## src/rtl/spp_pkg.sv

```systemverilog
package spp_pkg;
    localparam int unsigned ADDR_W   = 2;
    localparam int unsigned RISE_BIT = 0;
    localparam int unsigned TRI_BIT  = 1;

    typedef enum logic [ADDR_W-1:0] {
        SEL_DATA  = 2'd0,
        SEL_DIR   = 2'd1,
        SEL_CAPT  = 2'd2,
        SEL_STAT  = 2'd3
    } reg_sel_e;
endpackage

```

## src/rtl/spp_edge_det.sv

```systemverilog
module spp_edge_det #(
    parameter int unsigned SYNC_STAGES = 2
) (
    input  logic clk,
    input  logic rst_n,
    input  logic strobe_in,
    input  logic rise_sel,
    output logic strobe_lvl,
    output logic edge_hit
);
    localparam int unsigned SH_W = SYNC_STAGES + 1;

    typedef struct packed {
        logic [SH_W-1:0] sh;
    } edge_state_t;

    edge_state_t st_d, st_q;
    logic prev_lvl;

    always_comb begin
        st_d    = st_q;
        st_d.sh = {st_q.sh[SH_W-2:0], strobe_in};
    end

    always_ff @(posedge clk or negedge rst_n) begin
        if (!rst_n) st_q <= '0;
        else        st_q <= st_d;
    end

    assign strobe_lvl = st_q.sh[SYNC_STAGES-1];
    assign prev_lvl   = st_q.sh[SYNC_STAGES];
    assign edge_hit   = rise_sel ? (strobe_lvl & ~prev_lvl) : (~strobe_lvl & prev_lvl);


    edge_dir_chk: assert property (@(posedge clk) disable iff (!rst_n)
        edge_hit |-> (strobe_lvl == rise_sel));
endmodule

```

## src/rtl/spp_capture.sv

```systemverilog
module spp_capture #(
    parameter int unsigned W = 8
) (
    input  logic         clk,
    input  logic         rst_n,
    input  logic         edge_hit,
    input  logic [W-1:0] pins,
    input  logic         stat_rd,
    input  logic         capt_rd,
    output logic [W-1:0] capt,
    output logic         flag
);
    typedef struct packed {
        logic [W-1:0] capt;
        logic         flag;
        logic         arm;
    } capt_state_t;

    capt_state_t st_d, st_q;

    always_comb begin
        st_d = st_q;
        if (edge_hit) begin
            st_d.capt = pins;
            st_d.flag = 1'b1;
            st_d.arm  = 1'b0;
        end else if (capt_rd && st_q.arm) begin
            st_d.flag = 1'b0;
            st_d.arm  = 1'b0;
        end else if (stat_rd) begin
            st_d.arm  = st_q.flag;
        end
    end

    always_ff @(posedge clk or negedge rst_n) begin
        if (!rst_n) st_q <= '0;
        else        st_q <= st_d;
    end

    assign capt = st_q.capt;
    assign flag = st_q.flag;


    flag_set_chk: assert property (@(posedge clk) disable iff (!rst_n)
        $rose(st_q.flag) |-> $past(edge_hit));

    flag_clr_chk: assert property (@(posedge clk) disable iff (!rst_n)
        $fell(st_q.flag) |-> $past(capt_rd && st_q.arm && !edge_hit));

    capt_hold_chk: assert property (@(posedge clk) disable iff (!rst_n)
        !edge_hit |=> $stable(st_q.capt));

    arm_flag_chk: assert property (@(posedge clk) disable iff (!rst_n)
        st_q.arm |-> st_q.flag);
endmodule

```

## src/rtl/spp_port.sv

```systemverilog
module spp_port #(
    parameter int unsigned W           = 8,
    parameter int unsigned SYNC_STAGES = 2
) (
    input  logic         clk,
    input  logic         rst_n,
    input  logic [1:0]   addr,
    input  logic         wr_en,
    input  logic         rd_en,
    input  logic [W-1:0] wdata,
    output logic [W-1:0] rdata,
    input  logic [W-1:0] pin_in,
    output logic [W-1:0] pin_out,
    output logic [W-1:0] pin_oe,
    input  logic         strobe_in,
    output logic         flag_out
);
    import spp_pkg::*;

    localparam int unsigned FLAG_BIT = W - 1;

    typedef struct packed {
        logic [W-1:0] outr;
        logic [W-1:0] dir;
        logic         tri_en;
        logic         rise;
    } port_state_t;

    port_state_t st_d, st_q;
    reg_sel_e    sel;
    logic        strobe_lvl, edge_hit, strobe_act, flag;
    logic [W-1:0] capt, data_view, stat_word;

    assign sel = reg_sel_e'(addr);

    spp_edge_det #(.SYNC_STAGES(SYNC_STAGES)) i_edge (
        .clk(clk), .rst_n(rst_n), .strobe_in(strobe_in),
        .rise_sel(st_q.rise), .strobe_lvl(strobe_lvl), .edge_hit(edge_hit)
    );

    spp_capture #(.W(W)) i_capt (
        .clk(clk), .rst_n(rst_n), .edge_hit(edge_hit), .pins(pin_in),
        .stat_rd(rd_en && sel == SEL_STAT), .capt_rd(rd_en && sel == SEL_CAPT),
        .capt(capt), .flag(flag)
    );

    always_comb begin
        st_d = st_q;
        if (wr_en) begin
            unique case (sel)
                SEL_DATA: st_d.outr = wdata;
                SEL_DIR:  st_d.dir  = wdata;
                SEL_STAT: begin
                    st_d.rise   = wdata[RISE_BIT];
                    st_d.tri_en = wdata[TRI_BIT];
                end
                default: ;
            endcase
        end
    end

    always_ff @(posedge clk or negedge rst_n) begin
        if (!rst_n) st_q <= '0;
        else        st_q <= st_d;
    end

    assign strobe_act = (strobe_lvl == st_q.rise);

    for (genvar i = 0; i < W; i++) begin : g_bit
        assign data_view[i] = st_q.dir[i] ? st_q.outr[i] : pin_in[i];
        assign pin_oe[i]    = st_q.dir[i] | (st_q.tri_en & strobe_act);
    end

    always_comb begin
        stat_word           = '0;
        stat_word[FLAG_BIT] = flag;
        stat_word[TRI_BIT]  = st_q.tri_en;
        stat_word[RISE_BIT] = st_q.rise;
    end

    always_comb begin
        unique case (sel)
            SEL_DATA: rdata = data_view;
            SEL_DIR:  rdata = st_q.dir;
            SEL_CAPT: rdata = capt;
            SEL_STAT: rdata = stat_word;
            default:  rdata = '0;
        endcase
    end

    assign pin_out  = st_q.outr;
    assign flag_out = flag;


    oe_dir_chk: assert property (@(posedge clk) disable iff (!rst_n)
        !st_q.tri_en |-> (pin_oe == st_q.dir));

    oe_out_chk: assert property (@(posedge clk) disable iff (!rst_n)
        ((pin_oe & st_q.dir) == st_q.dir));
endmodule

```

## config.mk

```make
export PLATFORM = sky130hd
export DESIGN_NAME = spp_port
export DESIGN_NICKNAME = d
export VERILOG_FILES = /design/src/rtl/spp_pkg.sv /design/src/rtl/spp_edge_det.sv /design/src/rtl/spp_capture.sv /design/src/rtl/spp_port.sv
export SDC_FILE = /design/constraint.sdc
export NUM_CORES = 1
export LEC_CHECK = 0
export BUFFER_PORTS_ARGS = -buffer_cell sky130_fd_sc_hd__buf_2
export CAP_MARGIN = 20
export CORE_MARGIN = 2
export CORE_UTILIZATION = 51
export DETAILED_ROUTE_END_ITERATION = 7
export PLACE_DENSITY = 0.79
export SLEW_MARGIN = 20
export SYNTH_ARGS = -nofsm -noshare
export SYNTH_HDL_FRONTEND = slang
export SYNTH_HIERARCHICAL = 1
export SYNTH_SLANG_ARGS = --single-unit
```

## constraint.sdc

```tcl
create_clock -name clk -period 1.6 [get_ports clk]
set_input_delay 0.32 -clock clk [delete_from_list [all_inputs] [get_ports clk]]
set_output_delay 0.32 -clock clk [all_outputs]
set_load 0.02 [all_outputs]
```

==> metrics <==
post-synthesis sequential area ratio 46.55%; most common library cells after synthesis dfrtp_1 (31), mux2_2 (21), buf_4 (16); Power, Total 2625 uW; fillers 256; RSZ-0062 raised after global routing yes; Area after DPL 1877 um^2; input/output buffers 47; Final WS setup -0.3545 ns; Final Hold Fails 0; Async S/R FF share, synth 100.0%; Routed Antenna Nets 0; vias in the first global route 1209; hold slack 0.02970 ns; Worst Tran Pin Value 0.6872 ns; Yosys warnings 6; dpl cells 210; CTS Sinks 31; count leader, synth dfrtp_1; # DRC 0; initial drt markers 36; vias 1181; Max Fclk 511.7 MHz; die area 3741 um^2; Worst Skew 0.004099 ns; startpoint type of the worst setup path flip-flop; WP data required 1.28 ns; Pwr Density 1211 nW/um^2; Root Buffer clkbuf_4; outcome finished, violations left; Most used DFF post-synth dfrtp_1; Ports 48; GRT Util Overall 20.93%; Post-DP HPWL 2475 um; Critical Path AT 1.63 ns; Synth cell types 28; syn avg cell area 12.92 um^2; peak supply drop 0.0006847 V; CTS tree built; core box area 3078 um^2; GPL Wtd Cong 0.7368; Final Instance Count excl. Fillers 227; largest net degree at the start of global routing 32; reg2reg setup slack 0.16 ns; worst hold path class primary input to async pin; final WL 3502 um; grt ovf 0; register area 775.7 um^2; die height 61.17 um; initial antenna violation count 0; FF-to-FF path depth 5; CTS Buf Count 5; Longest Clk Path Bufs 2; Post-synth EDFFs 0; TritonRoute pass-1 iters 4; Setup Viol. Count Final 11; vias per inst 5.203; multi-input logic area 803.3 um^2; Syn Nets 152; mapped cell area 1667 um^2; Post-Syn Instances 129; final worst-path cycle share 122.2%; die width 61.17 um; Area growth, synth to finish 30.11%; post-layout net count 206; Setup TNS -2.045 ns; Starting Density 54.15%; violated checks setup timing; FP Rows 20; leakage power 0.001035 uW; max cap viols 0; Crit Path Max Fanout 2; antenna cells 0; Crit. End Element output pin; Clk pin slew, worst setup/hold paths 0.09 ns; #FFs+latches synth 31; CP Launch Point st_q[2]; layout cell share with drive strength beyond 1 67.76%; H-tree depth 2; Skew-Pair Late Insertion Delay 0.33 ns; reg2reg end i_capt/capt[3]; final instance area 2168 um^2; Slew HR 54.19%; worst setup path class flip-flop to output pin; routed wire length per instance 15.43 um; Synth top area share 46.55%; first-pass GRT wire length 5561 um; Max Slew Vio Count 0; hold_buf cts 0; Final min period 1.954 ns; R2R Path Start i_edge/st_q[1]; leading area contributor after synthesis dfrtp_1; ranking of synthesized cells by area dfrtp_1 (47%), mux2_2 (14%), buf_4 (7.2%), mux2_4 (7.2%), mux4_1 (4.7%)
[kinds of logic after synthesis]
group / Yosys count / share of synthesized area (%)
muxes: 33 / 26.73
and+or+nand+nor: 24 / 9.384
xor gates and xnor gates: 1 / 0.5256
buffers and inverters: 22 / 9.984
DFF: 31 / 46.55
AOI/OAI and AO/OA: 18 / 6.832
[power breakdown]
part,switching [uW],internal [uW]
combinational,490,619
sequential,120,945
clock,248,203
total,858,1770
[timing repair]
item                                    in CTS  in global routing
resized for setup                           37                 12
endpoints found under the setup margin      16                 16
pin swaps                                    4                  2
setup buffers                                8                  2
[cells in the final DEF (no fill, tap or decap), drive strengths merged]
master,count
a211oi,1
a21o,1
a21oi,5
and3,1
buf,68
clkbuf,6
clkinv,1
dfrtp,31
inv,1
mux2,29
mux2i,1
mux4,3
nand2,4
nand2b,9
nand3,2
nand3b,1
nor2,2
nor3b,5
o211ai,4
o21a,1
o21ai,5
o22ai,1
xnor2,1
[routing by layer]
metal / share of wire [%] / up-vias / global-route usage [%]
met3: 5.1 / 6 / 6.303
met1: 40 / 584 / 25.07
met4: 1.3 / 0 / 7.453
met2: 53 / 34 / 35.71
met5: 0 / - / 0
li1: - / 557 / -
[final cells by class]
cell class | count | area share (%)
Timing Repair Buffer | 68 | 21.87
Clock buffer | 6 | 2.366
Inverter | 1 | 0.1731
Multi-Input combinational cell | 76 | 37.05
Sequential cell | 31 | 35.78
Tap cell | 44 | 2.539
Clock inverter | 1 | 0.2308
[how the worst max path moves through the flow]
stage,slack (ns),to,cells past startpoint
after CTS,-0.38,rdata[7],3
after detailed placement,-0.09,rdata[1],3
final,-0.35,rdata[0],3
after global placement,-0.04,rdata[1],3
after floorplan,0.02,rdata[0],2
after global routing,-0.41,rdata[0],3
[stage by stage]
| stage | setup WS, ns | util, % |
|---|---|---|
| final | -0.3545 | 70.45 |
| after CTS | -0.3787 | 67.76 |
| after global routing | -0.4086 | 70.45 |
| after global placement | -0.03639 | 60.98 |
| after detailed placement | -0.08712 | 60.98 |
| after floorplan | 0.02000 | - |
[critical path, cell delays in order (launching register included)]
cell and delay, ns:
dfrtp_1 0.40, mux2_4 0.30, mux4_2 0.46, buf_6 0.15
[registers in the layout, summed over array words and instances (netlist names)]
| register | cells |
|---|---|
| st_q | 10 |
| i_capt/capt | 8 |
| i_capt/st_q | 1 |
| i_edge/st_q | 3 |
| pin_out | 8 |
| i_capt/flag | 1 |
(Power assumes the default switching activity.)
